## src/rtl/pmic_i2c_pkg.sv

```systemverilog
package pmic_i2c_pkg;

    localparam int REG_W    = 8;
    localparam int NUM_REGS = 7;
    localparam int PTR_W    = 8;
    localparam logic [6:0] DEV_ADDR = 7'b1101000;

    typedef enum logic [2:0] {
        ST_IDLE,
        ST_RX,
        ST_RX_ACK,
        ST_TX,
        ST_TX_ACK
    } bus_state_e;

    typedef enum logic [1:0] {
        PH_ADDR,
        PH_PTR,
        PH_DATA
    } rx_phase_e;

    function automatic logic [REG_W-1:0] reg_reset(input int idx);
        case (idx)
            0:       return 8'h0F;
            1:       return 8'h27;
            2:       return 8'h30;
            3:       return 8'h0C;
            4:       return 8'h0F;
            5:       return 8'h4F;
            6:       return 8'h22;
            default: return 8'h00;
        endcase
    endfunction

    function automatic logic [REG_W-1:0] reg_mask(input int idx);
        case (idx)
            0, 1, 4, 5: return 8'h7F;
            2, 3:       return 8'h3F;
            6:          return 8'hEE;
            default:    return 8'h00;
        endcase
    endfunction

    function automatic logic [NUM_REGS*REG_W-1:0] reset_image();
        logic [NUM_REGS*REG_W-1:0] img;
        img = '0;
        for (int i = 0; i < NUM_REGS; i++) begin
            img[i*REG_W +: REG_W] = reg_reset(i);
        end
        return img;
    endfunction

endpackage

```

## src/rtl/bus_cond_det.sv

```systemverilog
module bus_cond_det (
    input  logic clk,
    input  logic rst_n,
    input  logic scl_in,
    input  logic sda_in,
    output logic scl_rise,
    output logic scl_fall,
    output logic start_ev,
    output logic stop_ev
);
    typedef struct packed {
        logic scl;
        logic sda;
    } line_t;

    line_t line_d, line_q;

    always_comb begin
        line_d.scl = scl_in;
        line_d.sda = sda_in;
    end

    always_ff @(posedge clk or negedge rst_n) begin
        if (!rst_n) begin
            line_q <= '1;
        end else begin
            line_q <= line_d;
        end
    end

    assign scl_rise = !line_q.scl && scl_in;
    assign scl_fall = line_q.scl && !scl_in;
    assign start_ev = line_q.scl && scl_in && line_q.sda && !sda_in;
    assign stop_ev  = line_q.scl && scl_in && !line_q.sda && sda_in;

endmodule

```

## src/rtl/ctl_regfile.sv

```systemverilog
module ctl_regfile
    import pmic_i2c_pkg::*;
#(
    parameter int NUM = NUM_REGS,
    parameter int W   = REG_W,
    parameter int AW  = PTR_W
) (
    input  logic           clk,
    input  logic           rst_n,
    input  logic           we,
    input  logic [AW-1:0]  waddr,
    input  logic [W-1:0]   wdata,
    input  logic [AW-1:0]  raddr,
    output logic [W-1:0]   rdata,
    output logic [NUM*W-1:0] image
);
    localparam int IW = $clog2(NUM);
    localparam logic [NUM*W-1:0] RST_IMG = (NUM*W)'(reset_image());

    logic [NUM*W-1:0] image_d, image_q;

    for (genvar g = 0; g < NUM; g++) begin : g_reg
        localparam logic [W-1:0] MSK = W'(reg_mask(g));
        assign image_d[g*W +: W] = (we && waddr == AW'(g)) ? (wdata & MSK)
                                                            : image_q[g*W +: W];
    end

    always_ff @(posedge clk or negedge rst_n) begin
        if (!rst_n) begin
            image_q <= RST_IMG;
        end else begin
            image_q <= image_d;
        end
    end

    assign rdata = (raddr < AW'(NUM)) ? image_q[raddr[IW-1:0]*W +: W] : '0;
    assign image = image_q;

    assert_write_lands_R2: assert property (@(posedge clk) disable iff (!rst_n)
        (we && waddr < AW'(NUM)) |=>
            image_q[$past(waddr[IW-1:0])*W +: W] ==
                ($past(wdata) & W'(reg_mask(int'($past(waddr))))));

    assert_outside_map_R9: assert property (@(posedge clk) disable iff (!rst_n)
        (we && waddr >= AW'(NUM)) |=> $stable(image_q));

    assert_hold_no_write_R10: assert property (@(posedge clk) disable iff (!rst_n)
        !we |=> $stable(image_q));

endmodule

```

## src/rtl/i2c_target_fsm.sv

```systemverilog
module i2c_target_fsm
    import pmic_i2c_pkg::*;
#(
    parameter int NUM = NUM_REGS,
    parameter int W   = REG_W,
    parameter int AW  = PTR_W
) (
    input  logic          clk,
    input  logic          rst_n,
    input  logic          scl_rise,
    input  logic          scl_fall,
    input  logic          start_ev,
    input  logic          stop_ev,
    input  logic          sda_in,
    input  logic [W-1:0]  rd_data,
    output logic          sda_pull,
    output logic          reg_we,
    output logic [AW-1:0] reg_ptr,
    output logic [W-1:0]  reg_wdata
);
    localparam int CW = $clog2(W) + 1;

    typedef struct packed {
        bus_state_e    st;
        rx_phase_e     ph;
        logic [CW-1:0] cnt;
        logic [W-1:0]  sh;
        logic [AW-1:0] ptr;
        logic          drive;
        logic          rw;
    } fsm_t;

    fsm_t q, d;
    logic we_c;

    function automatic logic [AW-1:0] ptr_next(input logic [AW-1:0] p);
        return (p == AW'(NUM - 1)) ? '0 : p + 1'b1;
    endfunction

    always_comb begin
        d    = q;
        we_c = 1'b0;
        if (stop_ev) begin
            d.st    = ST_IDLE;
            d.drive = 1'b0;
            d.cnt   = '0;
        end else if (start_ev) begin
            d.st    = ST_RX;
            d.ph    = PH_ADDR;
            d.cnt   = '0;
            d.drive = 1'b0;
        end else begin
            case (q.st)
                ST_RX: begin
                    if (scl_rise && q.cnt < CW'(W)) begin
                        d.sh  = {q.sh[W-2:0], sda_in};
                        d.cnt = q.cnt + 1'b1;
                    end else if (scl_fall && q.cnt == CW'(W)) begin
                        d.cnt = '0;
                        case (q.ph)
                            PH_ADDR: begin
                                if (q.sh[7:1] == DEV_ADDR) begin
                                    d.rw    = q.sh[0];
                                    d.drive = 1'b1;
                                    d.st    = ST_RX_ACK;
                                end else begin
                                    d.st = ST_IDLE;
                                end
                            end
                            PH_PTR: begin
                                d.ptr   = q.sh;
                                d.ph    = PH_DATA;
                                d.drive = 1'b1;
                                d.st    = ST_RX_ACK;
                            end
                            default: begin
                                we_c    = 1'b1;
                                d.ptr   = ptr_next(q.ptr);
                                d.drive = 1'b1;
                                d.st    = ST_RX_ACK;
                            end
                        endcase
                    end
                end
                ST_RX_ACK: begin
                    if (scl_fall) begin
                        d.cnt = '0;
                        if (q.ph == PH_ADDR && q.rw) begin
                            d.sh    = rd_data;
                            d.ptr   = ptr_next(q.ptr);
                            d.drive = !rd_data[W-1];
                            d.st    = ST_TX;
                        end else begin
                            d.drive = 1'b0;
                            d.st    = ST_RX;
                            if (q.ph == PH_ADDR) begin
                                d.ph = PH_PTR;
                            end
                        end
                    end
                end
                ST_TX: begin
                    if (scl_fall) begin
                        if (q.cnt == CW'(W - 1)) begin
                            d.drive = 1'b0;
                            d.st    = ST_TX_ACK;
                        end else begin
                            d.sh    = {q.sh[W-2:0], 1'b0};
                            d.drive = !q.sh[W-2];
                            d.cnt   = q.cnt + 1'b1;
                        end
                    end
                end
                ST_TX_ACK: begin
                    if (scl_rise && sda_in) begin
                        d.st = ST_IDLE;
                    end else if (scl_fall) begin
                        d.sh    = rd_data;
                        d.ptr   = ptr_next(q.ptr);
                        d.drive = !rd_data[W-1];
                        d.cnt   = '0;
                        d.st    = ST_TX;
                    end
                end
                default: begin
                    d.drive = 1'b0;
                end
            endcase
        end
    end

    always_ff @(posedge clk or negedge rst_n) begin
        if (!rst_n) begin
            q.st    <= ST_IDLE;
            q.ph    <= PH_ADDR;
            q.cnt   <= '0;
            q.sh    <= '0;
            q.ptr   <= '0;
            q.drive <= 1'b0;
            q.rw    <= 1'b0;
        end else begin
            q <= d;
        end
    end

    assign sda_pull  = q.drive;
    assign reg_we    = we_c;
    assign reg_ptr   = q.ptr;
    assign reg_wdata = q.sh;

    assert_drive_edges_R11: assert property (@(posedge clk) disable iff (!rst_n)
        !$stable(sda_pull) |-> $past(scl_fall || start_ev || stop_ev));

    assert_stop_release_R11: assert property (@(posedge clk) disable iff (!rst_n)
        stop_ev |=> !sda_pull);

    assert_foreign_nack_R1: assert property (@(posedge clk) disable iff (!rst_n)
        (q.st == ST_RX && q.ph == PH_ADDR && scl_fall && q.cnt == CW'(W) &&
         q.sh[7:1] != DEV_ADDR && !start_ev && !stop_ev) |=> !sda_pull);

    assert_nack_release_R5: assert property (@(posedge clk) disable iff (!rst_n)
        (q.st == ST_TX_ACK && scl_rise && sda_in && !stop_ev && !start_ev)
            |=> (!sda_pull && q.st == ST_IDLE));

    assert_abort_no_write_R10: assert property (@(posedge clk) disable iff (!rst_n)
        (q.st == ST_RX && q.cnt != CW'(W)) |-> !reg_we);

endmodule

```

## src/rtl/pmic_i2c_regs.sv

```systemverilog
module pmic_i2c_regs
    import pmic_i2c_pkg::*;
(
    input  logic       clk,
    input  logic       rst_n,
    input  logic       scl_in,
    input  logic       sda_in,
    output logic       sda_pull,
    output logic [7:0] buck1_vsel,
    output logic [7:0] buck2_vsel,
    output logic [7:0] ldo1_vsel,
    output logic [7:0] ldo2_vsel,
    output logic [7:0] buck_cfg,
    output logic [7:0] sys_cfg,
    output logic [7:0] slew_cfg
);
    logic scl_rise, scl_fall, start_ev, stop_ev;
    logic reg_we;
    logic [PTR_W-1:0] reg_ptr;
    logic [REG_W-1:0] reg_wdata, rd_data;
    logic [NUM_REGS*REG_W-1:0] image;

    bus_cond_det u_cond (
        .clk      (clk),
        .rst_n    (rst_n),
        .scl_in   (scl_in),
        .sda_in   (sda_in),
        .scl_rise (scl_rise),
        .scl_fall (scl_fall),
        .start_ev (start_ev),
        .stop_ev  (stop_ev)
    );

    i2c_target_fsm #(.NUM(NUM_REGS), .W(REG_W), .AW(PTR_W)) u_fsm (
        .clk       (clk),
        .rst_n     (rst_n),
        .scl_rise  (scl_rise),
        .scl_fall  (scl_fall),
        .start_ev  (start_ev),
        .stop_ev   (stop_ev),
        .sda_in    (sda_in),
        .rd_data   (rd_data),
        .sda_pull  (sda_pull),
        .reg_we    (reg_we),
        .reg_ptr   (reg_ptr),
        .reg_wdata (reg_wdata)
    );

    ctl_regfile #(.NUM(NUM_REGS), .W(REG_W), .AW(PTR_W)) u_regs (
        .clk   (clk),
        .rst_n (rst_n),
        .we    (reg_we),
        .waddr (reg_ptr),
        .wdata (reg_wdata),
        .raddr (reg_ptr),
        .rdata (rd_data),
        .image (image)
    );

    assign buck1_vsel = image[0*REG_W +: REG_W];
    assign buck2_vsel = image[1*REG_W +: REG_W];
    assign ldo1_vsel  = image[2*REG_W +: REG_W];
    assign ldo2_vsel  = image[3*REG_W +: REG_W];
    assign buck_cfg   = image[4*REG_W +: REG_W];
    assign sys_cfg    = image[5*REG_W +: REG_W];
    assign slew_cfg   = image[6*REG_W +: REG_W];

endmodule

```

## config.mk

```make
export PLATFORM = sky130hd
export DESIGN_NAME = pmic_i2c_regs
export DESIGN_NICKNAME = d
export VERILOG_FILES = /design/src/rtl/pmic_i2c_pkg.sv /design/src/rtl/bus_cond_det.sv /design/src/rtl/ctl_regfile.sv /design/src/rtl/i2c_target_fsm.sv /design/src/rtl/pmic_i2c_regs.sv
export SDC_FILE = /design/constraint.sdc
export NUM_CORES = 1
export LEC_CHECK = 0
export ABC_AREA = 1
export BUFFER_PORTS_ARGS = -buffer_cell sky130_fd_sc_hd__buf_2
export CAP_MARGIN = 20
export CORE_ASPECT_RATIO = 1.1
export CORE_UTILIZATION = 62
export DETAILED_ROUTE_END_ITERATION = 6
export PLACE_DENSITY = 0.85
export SETUP_SLACK_MARGIN = 0.15
export SLEW_MARGIN = 30
export SYNTH_ARGS = -nofsm -noshare
export SYNTH_HDL_FRONTEND = slang
export SYNTH_SLANG_ARGS = --single-unit
```

## constraint.sdc

```tcl
create_clock -name clk -period 3.5 [get_ports clk]
set_input_delay 0.525 -clock clk [delete_from_list [all_inputs] [get_ports clk]]
set_output_delay 0.525 -clock clk [all_outputs]
set_load 0.02 [all_outputs]
```

==> impl_metrics.py, run 1 <==
metrics = {
    "clock_tree": {
        "cts.sink_count": 75,
        "cts_hold_buf": 0,
        "cts_resized": 0,
        "cts_tree": "yes",
        "clockRootBuffer": "clkbuf_8",
        "cts_buffer_depth": 2,
        "cts_setup_buffers": 0,
        "numCtsBuffers": 9,
        "worstSkewPairLatency_ns": 0.36,
        "clkTransAtPathRegs_ns": 0.08,
        "htreeDepth": 3,
    },
    "grt": {
        "grtUsageTotal": 0.313,
        "grt_max_degree": 76,
        "antenna_found_initial": 0,
        "grt_pass1_wl_um": 17700,
        "grt_pass1_vias": 3736,
        "grt_remaining_overflow": 0,
    },
    "routing": {
        "dr.pass1.iters": 5,
        "vias": 4228,
        "wire_per_inst_um": 14.2,
        "ant_nets": 0,
        "drcViolationCount": 0,
        "drtIter0Drc": 388,
        "drt_wl_total_um": 10700,
        "vias_per_cell": 5.59,
    },
    "floorplanning": {
        "ios": 61,
        "initial_core_util": 0.652,
        "die-area_um2": 7350,
        "coreArea_um2": 6670,
        "die_w_um": 81.8,
        "rows": 31,
        "die_h_um": 89.8,
    },
    "power_and_ir_drop": {
        "p_per_area_nw_per_um2": 614,
        "p_leak_uw": 0.00248,
        "ir_drop_uv": 373,
        "clock_power_share": 0.224,
        "p_sw_frac": 0.449,
        "p_switching_uw": 1320,
        "intPower_uw": 1630,
        "combPwrFrac": 0.411,
        "power_frac_seq": 0.365,
    },
    "critical_path": {
        "worst-path-max-fanout": 17,
        "cp_data_arrival_time_ns": 2.43,
        "critPathLaunchType": "flip-flop",
        "path_class": "reg2reg",
        "crit_required_ns": 3.77,
        "critPathCaptureType": "flip-flop",
    },
    "sta": {
        "setup_viol": 0,
        "slew_violations": 0,
        "finalSetupTns_ns": 0,
        "rsz0062_at_grt": "no",
        "hold_viol_final": 0,
        "max_freq_mhz": 463,
        "relSlewSlack": 0.520,
        "skew_ns": 0.0145,
        "min_period_ns": 2.16,
        "setup_slack_ns": 1.34,
        "tightest_slew_ns": 0.719,
        "fin_crit_sh": 0.617,
    },
    "place": {
        "detailed_place_hpwl_um": 7810,
        "place_congestion": 1.02,
        "numPortBuffers": 50,
        "post-place-ws_ns": 1.41,
    },
    "synth": {
        "synth_area_um2": 4350,
        "ys_warn_count": 0,
        "synth_edf_count": 0,
        "ys_seq_area_frac": 0.439,
        "syn_inst": 623,
        "ys.flop_type": "dfrtp_1",
        "ys_types": 26,
        "synth.avg_cell_area_um2": 6.98,
        "async_flop_share": 1.00,
        "synth_seq_cells": 75,
    },
    "finish": {
        "final_common_cell": "nand2_1",
        "drive_above_1_share": 0.156,
        "layout.nets": 679,
        "final.fill_count": 558,
        "diodes": 0,
        "final_cell_mix": "231 x nand2_1, 73 x nor2_1, 59 x nand3_1",
        "syn2layout_area_growth_pct": 10.4,
        "final_core_util": 0.720,
    },
    "flow_run": {
        "cap_violations": 0,
    },
    "run_status": {
        "status": "finished, final reports clean",
    },
    "min_path": {
        "worstHoldPathType": "in2async",
    },
}
[kinds of logic (layout without fill, tap and decap cells)]
logic type	Yosys count	count (layout)	share of synthesized area
simple gates	381	381	0.362
compound gates	85	85	0.101
flops	75	75	0.439
buf+inv	71	113	0.0717
fa+ha+maj	6	6	0.0173
xor+xnor	4	4	0.00806
other cells	1	10	0.000863
[stage by stage]
step / hold WS [ns] / instances / cell area, µm² / total power (µW)
after floorplan: 0.229 / 632 / 4380 / 1980
after global placement: 0.471 / 740 / 4610 / 2260
after detailed placement: 0.474 / 740 / 4610 / 2280
after CTS: 0.335 / 756 / 4800 / 2940
after global routing: 0.333 / 756 / 4800 / 3170
final: 0.285 / 756 / 4800 / 2950
[sequential cells by signal (all words and copies together) (netlist names)]
register	flops
u_fsm.reg_wdata	8
u_fsm.reg_ptr	8
u_fsm.q	10
u_fsm.sda_pull	1
u_regs.image	46
u_cond.line_q	2
[worst max-delay path, cell delays in order, from the launching register on]
cell and delay, ns:
dfrtp_1 0.73, inv_1 0.41, ha_1 0.34, nand3_1 0.39
nand2_1 0.10, o21ai_1 0.10
[cell usage after synthesis, types with 4 or more instances]
library cell / n / share of area
nand2_1: 231 / 0.20
nor2_1: 73 / 0.063
nand3_1: 59 / 0.068
dfrtp_1: 50 / 0.29
o21ai_1: 46 / 0.053
inv_1: 39 / 0.034
dfstp_2: 25 / 0.15
o21ai_0: 20 / 0.023
a21oi_1: 13 / 0.015
buf_4: 10 / 0.017
clkbuf_1: 10 / 0.0086
buf_2: 6 / 0.0069
ha_1: 6 / 0.017
inv_2: 6 / 0.0052
nand4_1: 5 / 0.0072
o21bai_1: 5 / 0.0086
nor3_1: 4 / 0.0046
[per-layer routing]
layer / vias to the layer above / GRT usage / routed length, µm
li1: 2072 / - / -
met1: 1954 / 0.413 / 4530
met2: 172 / 0.497 / 5200
met3: 30 / 0.0619 / 660
met4: 0 / 0.129 / 357
met5: - / 0 / 0
[path summary, 6_finish.rpt]
check	startpoint	endpoint	slack, ns	depth (start not counted)
setup / recovery	u_fsm.reg_ptr[1]	u_regs.image[6]	1.34	5
hold / removal	rst_n	u_regs.image[5]	0.28	2
setup reg to reg	u_fsm.reg_ptr[1]	u_regs.image[6]	1.34	5
hold reg to reg	u_regs.image[53]	u_regs.image[53]	0.49	2
max in group asynchronous	rst_n	u_fsm.sda_pull	2.75	2
min in group clk	scl_in	u_cond.line_q[1]	0.35	1
[power groups by stage]
stage	clock network (µW)	registers (µW)	logic (µW)
floorplan	0	1050	926
global route	703	1090	1370
finish	661	1080	1210
global placement	0	1080	1170
detailed placement	0	1090	1190
CTS	672	1070	1200
[layout make-up]
cell class                 instances  area, µm²  area share
clock buffer                      10        128      0.0266
tap                               82        103      0.0214
multi-input combinational        486       2160       0.450
inverter                          45        169      0.0352
timing repair buffer              52        269      0.0560
sequential                        75       1910       0.397
clock inverter                     6       63.8      0.0133
Power figures use the tool's default switching activity.
==> inputs of run 2 (changes only) <==
--- a/config.mk
+++ b/config.mk
@@ -9,9 +9,9 @@
 export BUFFER_PORTS_ARGS = -buffer_cell sky130_fd_sc_hd__buf_2
 export CAP_MARGIN = 20
 export CORE_ASPECT_RATIO = 1.1
-export CORE_UTILIZATION = 62
+export CORE_UTILIZATION = 58
 export DETAILED_ROUTE_END_ITERATION = 6
-export PLACE_DENSITY = 0.85
+export PLACE_DENSITY = 0.81
 export SETUP_SLACK_MARGIN = 0.15
 export SLEW_MARGIN = 30
 export SYNTH_ARGS = -nofsm -noshare
==> constraint.sdc (replaced) <==
create_clock -name clk -period 2.1 [get_ports clk]
set_input_delay 0.315 -clock clk [delete_from_list [all_inputs] [get_ports clk]]
set_output_delay 0.315 -clock clk [all_outputs]
set_load 0.02 [all_outputs]
==> run 2 against run 1 <==
Against the previous run: sequential power increased by 65%; worst setup slack got worse by 1.1 ns; fmax up 17%; the flow now finishes with violations (design-rule violations); via count is 3.1% higher; combinational power up 93%; non-clock buffer count increased by 21; total power is 82% higher; clock-buffer cell count unchanged; die area is 6.7% higher; clock skew barely moved.
==> impl_metrics.py, run 2 (synthesized netlist as in run 1, its figures left out) <==
metrics = {
    "run_status": {
        "status": "finished with violations",
        "violations": "design-rule violations",
    },
    "floorplanning": {
        "ios": 61,
        "initial_core_util": 0.610,
        "coreArea_um2": 7130,
        "die-area_um2": 7840,
        "rows": 32,
        "die_h_um": 92.8,
        "die_w_um": 84.5,
    },
    "critical_path": {
        "cp_cell_sequence": "inv_2, nor2_4, nand3_2, nor3_4, buf_12, nand3_1, buf_4, nand2_1, o21ai_1",
        "crit_required_ns": 2.33,
        "worst-path-max-fanout": 14,
        "r2r_cells": 9,
        "path_class": "reg2reg",
        "rr_startpoint": "u_cond.line_q[1]",
        "critPathLaunchType": "flip-flop",
        "critPathCaptureType": "flip-flop",
        "r2r_slack_ns": 0.26,
        "reg2reg_to": "u_regs.image[11]",
        "max_stage_delay_ns": 0.58,
        "cp_data_arrival_time_ns": 2.07,
        "crit_slowest_cell": "dfstp_2",
    },
    "sta": {
        "rsz0062_at_grt": "no",
        "max_freq_mhz": 544,
        "finalSetupTns_ns": 0,
        "min_period_ns": 1.84,
        "hold_viol_final": 0,
        "fin_crit_sh": 0.876,
        "skew_ns": 0.0145,
        "setup_slack_ns": 0.261,
        "slew_violations": 0,
        "setup_viol": 0,
    },
    "clock_tree": {
        "clockRootBuffer": "clkbuf_8",
        "cts_buffer_depth": 2,
        "htreeDepth": 3,
        "numCtsBuffers": 9,
        "cts.sink_count": 75,
        "cts_tree": "yes",
        "worstSkewPairLatency_ns": 0.37,
        "clkTransAtPathRegs_ns": 0.08,
    },
    "finish": {
        "stdcell_area_um2": 5080,
        "final_common_cell": "nand2_1",
        "final_core_util": 0.713,
        "largest_reg_flops": 46,
        "drive_above_1_share": 0.191,
        "layout.nets": 700,
        "diodes": 0,
        "final_cell_mix": "228 x nand2_1, 70 x nor2_1, 58 x nand3_1",
        "syn2layout_area_growth_pct": 17.0,
    },
    "power_and_ir_drop": {
        "p_switching_uw": 2380,
        "p_sw_frac": 0.445,
        "clock_power_share": 0.231,
        "p_leak_uw": 0.00261,
        "power_frac_seq": 0.332,
        "intPower_uw": 2970,
        "combPwrFrac": 0.437,
        "p_per_area_nw_per_um2": 1050,
        "ir_drop_uv": 523,
        "power.total_uw": 5360,
    },
    "routing": {
        "dr.pass1.iters": 7,
        "vias_per_cell": 5.59,
        "drt_wl_total_um": 11800,
        "vias": 4359,
        "ant_nets": 0,
        "wire_per_inst_um": 15.2,
        "drtIter0Drc": 389,
        "drcViolationCount": 9,
    },
    "place": {
        "detailed_place_hpwl_um": 8580,
        "post-place-ws_ns": 0.145,
        "place_congestion": 0.959,
        "placed_area_um2": 4760,
        "numPortBuffers": 50,
    },
    "grt": {
        "grt_pass1_vias": 4025,
        "grtUsageTotal": 0.319,
        "antenna_found_initial": 0,
        "grt_pass1_wl_um": 19300,
        "grt_remaining_overflow": 0,
        "grt_max_degree": 27,
    },
    "flow_run": {
        "cap_violations": 0,
    },
    "min_path": {
        "worstHoldStart": "sda_in",
        "hold_depth": 1,
        "worstHoldPathType": "in2reg",
        "hold_end": "u_cond.line_q[0]",
    },
}
-- run 2: cell count changes in the layout (fill, tap and decap cells not counted), sizes merged --
| cell | before | now |
|---|---|---|
| dlygate4sd3 | 0 | 1 |
| buf | 52 | 72 |
| clkinvlp | 2 | 1 |
| bufinv | 1 | 2 |
| inv | 46 | 45 |
| clkinv | 2 | 3 |
-- run 2: layer usage --
metal,GRT usage,part of all wire,up-vias
li1,-,-,2118
met1,0.380,0.40,2020
met2,0.560,0.50,183
met3,0.0463,0.058,38
met4,0.162,0.041,0
met5,0,0,-
-- run 2: power groups by stage --
stage / Clock (µW) / Combinational (µW) / Sequential, µW
after floorplan: 0 / 1540 / 1760
final: 1240 / 2340 / 1780
after CTS: 1250 / 2210 / 1770
after detailed placement: 0 / 2190 / 1790
after global routing: 1300 / 2610 / 1800
after global placement: 0 / 2160 / 1790
-- run 2: layout make-up --
cell class                      count  area [µm²]
Multi-Input combinational cell    486        2220
Fill cell                         612        2040
Sequential cell                    75        1910
Timing Repair Buffer               73         463
Inverter                           45         169
Clock buffer                       10         128
Tap cell                           85         106
Clock inverter                      6        90.1
-- run 2: worst max path at each step --
| stage | depth (start not counted) | to | slack, ns | start |
|---|---|---|---|---|
| 5_1_grt | 12 | u_fsm.reg_wdata[3] | 0.15 | u_fsm.reg_ptr[0] |
| 4_1_cts | 7 | u_regs.image[28] | 0.13 | u_cond.line_q[1] |
| 3_5_place_dp | 7 | u_regs.image[28] | 0.14 | u_cond.line_q[1] |
| 3_3_place_gp | 7 | u_regs.image[29] | 0.24 | u_cond.line_q[1] |
| 2_1_floorplan | 9 | u_regs.image[51] | 0.28 | u_fsm.reg_ptr[0] |
| 6_report | 9 | u_regs.image[11] | 0.26 | u_cond.line_q[1] |
-- run 2: stage by stage --
step	hold WS (ns)	instances
floorplan	0.0194	632
global route	0.127	780
CTS	0.119	777
global placement	0.250	760
finish	0.131	780
detailed placement	0.246	760
-- run 2: critical path, delay by kind of cell, from the launching register on --
| kind | cells | cell delay (ns) |
|---|---|---|
| buf+inv | 3 | 0.43 |
| flops | 1 | 0.58 |
| compound gates | 1 | 0.05 |
| simple gates | 5 | 0.65 |
-- run 2: repair_timing --
action | 4_1_cts | 5_1_grt
hold buffers | 1 | 0
setup endpoints to repair | 5 | 45
gates resized for setup | 0 | 13
endpoints found under the hold margin | 5 | 0
pin swaps | 0 | 2
setup buffers | 0 | 3
==> inputs of run 3 (changes only) <==
--- a/config.mk
+++ b/config.mk
@@ -6,7 +6,7 @@
 export NUM_CORES = 1
 export LEC_CHECK = 0
 export ABC_AREA = 1
-export BUFFER_PORTS_ARGS = -buffer_cell sky130_fd_sc_hd__buf_2
+export BUFFER_PORTS_ARGS = -buffer_cell sky130_fd_sc_hd__buf_4
 export CAP_MARGIN = 20
 export CORE_ASPECT_RATIO = 1.1
 export CORE_UTILIZATION = 58
==> run 3 against run 2 <==
Against the previous run: the run still ends with design-rule violations left; total power down 3.7%; flip-flop and latch count unchanged; clock power down 17%; utilization up 1.2 points; worst hold slack worse by 0.016 ns; global-route usage up 0.66 points; combinational power about the same; register-to-register slack about the same; worst setup slack worse by 0.0022 ns; clock skew down 0.0061 ns; critical endpoint is now u_regs.image[4]; largest power group unchanged.
==> impl_metrics.py, run 3 (synthesized netlist as in run 1, its figures left out) <==
metrics = {
    "place": {
        "place_congestion": 1.00,
        "dp.cells": 763,
        "detailed_place_hpwl_um": 9020,
        "numPortBuffers": 50,
    },
    "finish": {
        "largest_reg_flops": 46,
        "final_common_cell": "nand2_1",
        "diodes": 0,
        "layout.nets": 701,
        "instances_no_fill": 781,
        "drive_above_1_share": 0.193,
        "final_cell_mix": "228 x nand2_1, 72 x nor2_1, 71 x buf_4",
        "syn2layout_area_growth_pct": 18.9,
    },
    "floorplanning": {
        "die-area_um2": 7840,
        "coreArea_um2": 7130,
        "die_h_um": 92.8,
        "initial_core_util": 0.610,
        "die_w_um": 84.5,
        "rows": 32,
        "ios": 61,
    },
    "grt": {
        "grtUsageTotal": 0.325,
        "grt_max_degree": 28,
        "antenna_found_initial": 0,
        "grt_pass1_vias": 4051,
        "grt_pass1_wl_um": 19500,
        "grt_remaining_overflow": 0,
    },
    "critical_path": {
        "cp.depth": 9,
        "crit_required_ns": 2.34,
        "worst-path-max-fanout": 14,
        "crit_slowest_cell": "dfstp_2",
        "path_buf_inv": 3,
        "r2r_cells": 9,
        "critPathTopFamily": "simple AND/OR/NAND/NOR gates",
        "path_class": "reg2reg",
        "critPathCaptureType": "flip-flop",
        "cp_cell_sequence": "inv_2, nor2_4, nand3_4, nor3_4, buf_12, nand3_1, buf_4, nand2_1, o21ai_1",
        "critPathLaunchType": "flip-flop",
        "max_stage_delay_ns": 0.59,
        "cp_data_arrival_time_ns": 2.08,
    },
    "power_and_ir_drop": {
        "ir_drop_uv": 573,
        "power_frac_seq": 0.345,
        "p_per_area_nw_per_um2": 997,
        "p_leak_uw": 0.00258,
        "p_sw_frac": 0.460,
        "intPower_uw": 2780,
        "p_switching_uw": 2370,
        "clock_power_share": 0.200,
        "combPwrFrac": 0.455,
    },
    "flow_run": {
        "cap_violations": 0,
    },
    "routing": {
        "drcViolationCount": 13,
        "drt_wl_total_um": 12100,
        "vias_per_cell": 5.60,
        "wire_per_inst_um": 15.6,
        "dr.pass1.iters": 7,
        "vias": 4375,
        "ant_nets": 0,
        "drtIter0Drc": 335,
    },
    "min_path": {
        "hold_depth": 1,
        "worstHoldPathType": "in2reg",
    },
    "sta": {
        "skew_ns": 0.00842,
        "min_period_ns": 1.84,
        "finalSetupTns_ns": 0,
        "setup_viol": 0,
        "hold_viol_final": 0,
        "rsz0062_at_grt": "no",
        "max_freq_mhz": 543,
        "fin_crit_sh": 0.877,
        "slew_violations": 0,
    },
    "clock_tree": {
        "clkTransAtPathRegs_ns": 0.08,
        "cts_tree": "yes",
        "cts_buffer_depth": 2,
        "worstSkewPairLatency_ns": 0.35,
        "cts.sink_count": 75,
        "htreeDepth": 3,
        "numCtsBuffers": 9,
        "clockRootBuffer": "clkbuf_8",
    },
    "run_status": {
        "status": "finished with violations",
        "violations": "design-rule violations",
    },
}
[run 3: cell types whose count changed in the layout (fill, tap and decap cells not counted), sizes merged]
| cell | change |
|---|---|
| clkinv | -3 |
| clkinvlp | +3 |
| bufinv | -2 |
| inv | +2 |
| buf | +1 |
[run 3: cell type report]
class,count,area (µm²)
repair buffers,74,583
clock inverters,6,47.5
inverters,45,169
fillers,600,1960
clock buffers,10,138
flip-flops and latches,75,1910
multi-input cells,486,2220
well taps,85,106
[run 3: timing repair]
item	4_1_cts	5_1_grt
hold buffers	1	0
setup buffers	0	1
setup endpoints to repair	14	62
endpoints found under the hold margin	15	0
resized for setup	1	11
pin swaps	0	1
[run 3: worst register-to-register path: cells and delay by family (launching register included)]
family	cells	cell delay (ns)
and+or+nand+nor	5	0.65
AOI/OAI and AO/OA	1	0.06
DFF	1	0.59
buffers and inverters	3	0.43
[run 3: path summary, 6_finish.rpt]
check                                 start                to  slack (ns)
setup / recovery           u_cond.line_q[1]   u_regs.image[4]        0.26
hold reg to reg            u_regs.image[21]  u_regs.image[21]        0.48
min in group asynchronous             rst_n   u_regs.image[5]        0.41
max in group asynchronous             rst_n  u_regs.image[49]        1.09
hold / removal                       sda_in  u_cond.line_q[0]        0.11
setup reg to reg           u_cond.line_q[1]   u_regs.image[4]        0.26
[run 3: per-stage QoR]
step | setup WS (ns) | total power [µW] | hold WS, ns | utilization | instance area [µm²]
detailed placement | 0.0919 | 4020 | 0.249 | 0.687 | 4900
floorplan | 0.276 | 3300 | 0.0194 | - | 4380
CTS | 0.0918 | 5070 | 0.100 | 0.715 | 5100
finish | 0.259 | 5150 | 0.115 | 0.725 | 5170
global placement | 0.239 | 3980 | 0.250 | 0.687 | 4900
global route | 0.143 | 5520 | 0.103 | 0.725 | 5170
[run 3: power groups by stage]
stage / clock network, µW / registers, µW / logic, µW
floorplan: 0 / 1760 / 1540
global placement: 0 / 1790 / 2190
detailed placement: 0 / 1800 / 2230
CTS: 1050 / 1770 / 2250
global route: 1110 / 1800 / 2620
finish: 1030 / 1780 / 2340
[run 3: per-layer routing]
metal | vias up | global-route usage | wire [µm]
met1 | 2016 | 0.375 | 4640
met2 | 198 | 0.569 | 6060
li1 | 2112 | - | -
met5 | - | 0 | 0
met4 | 0 | 0.191 | 580
met3 | 49 | 0.0553 | 875
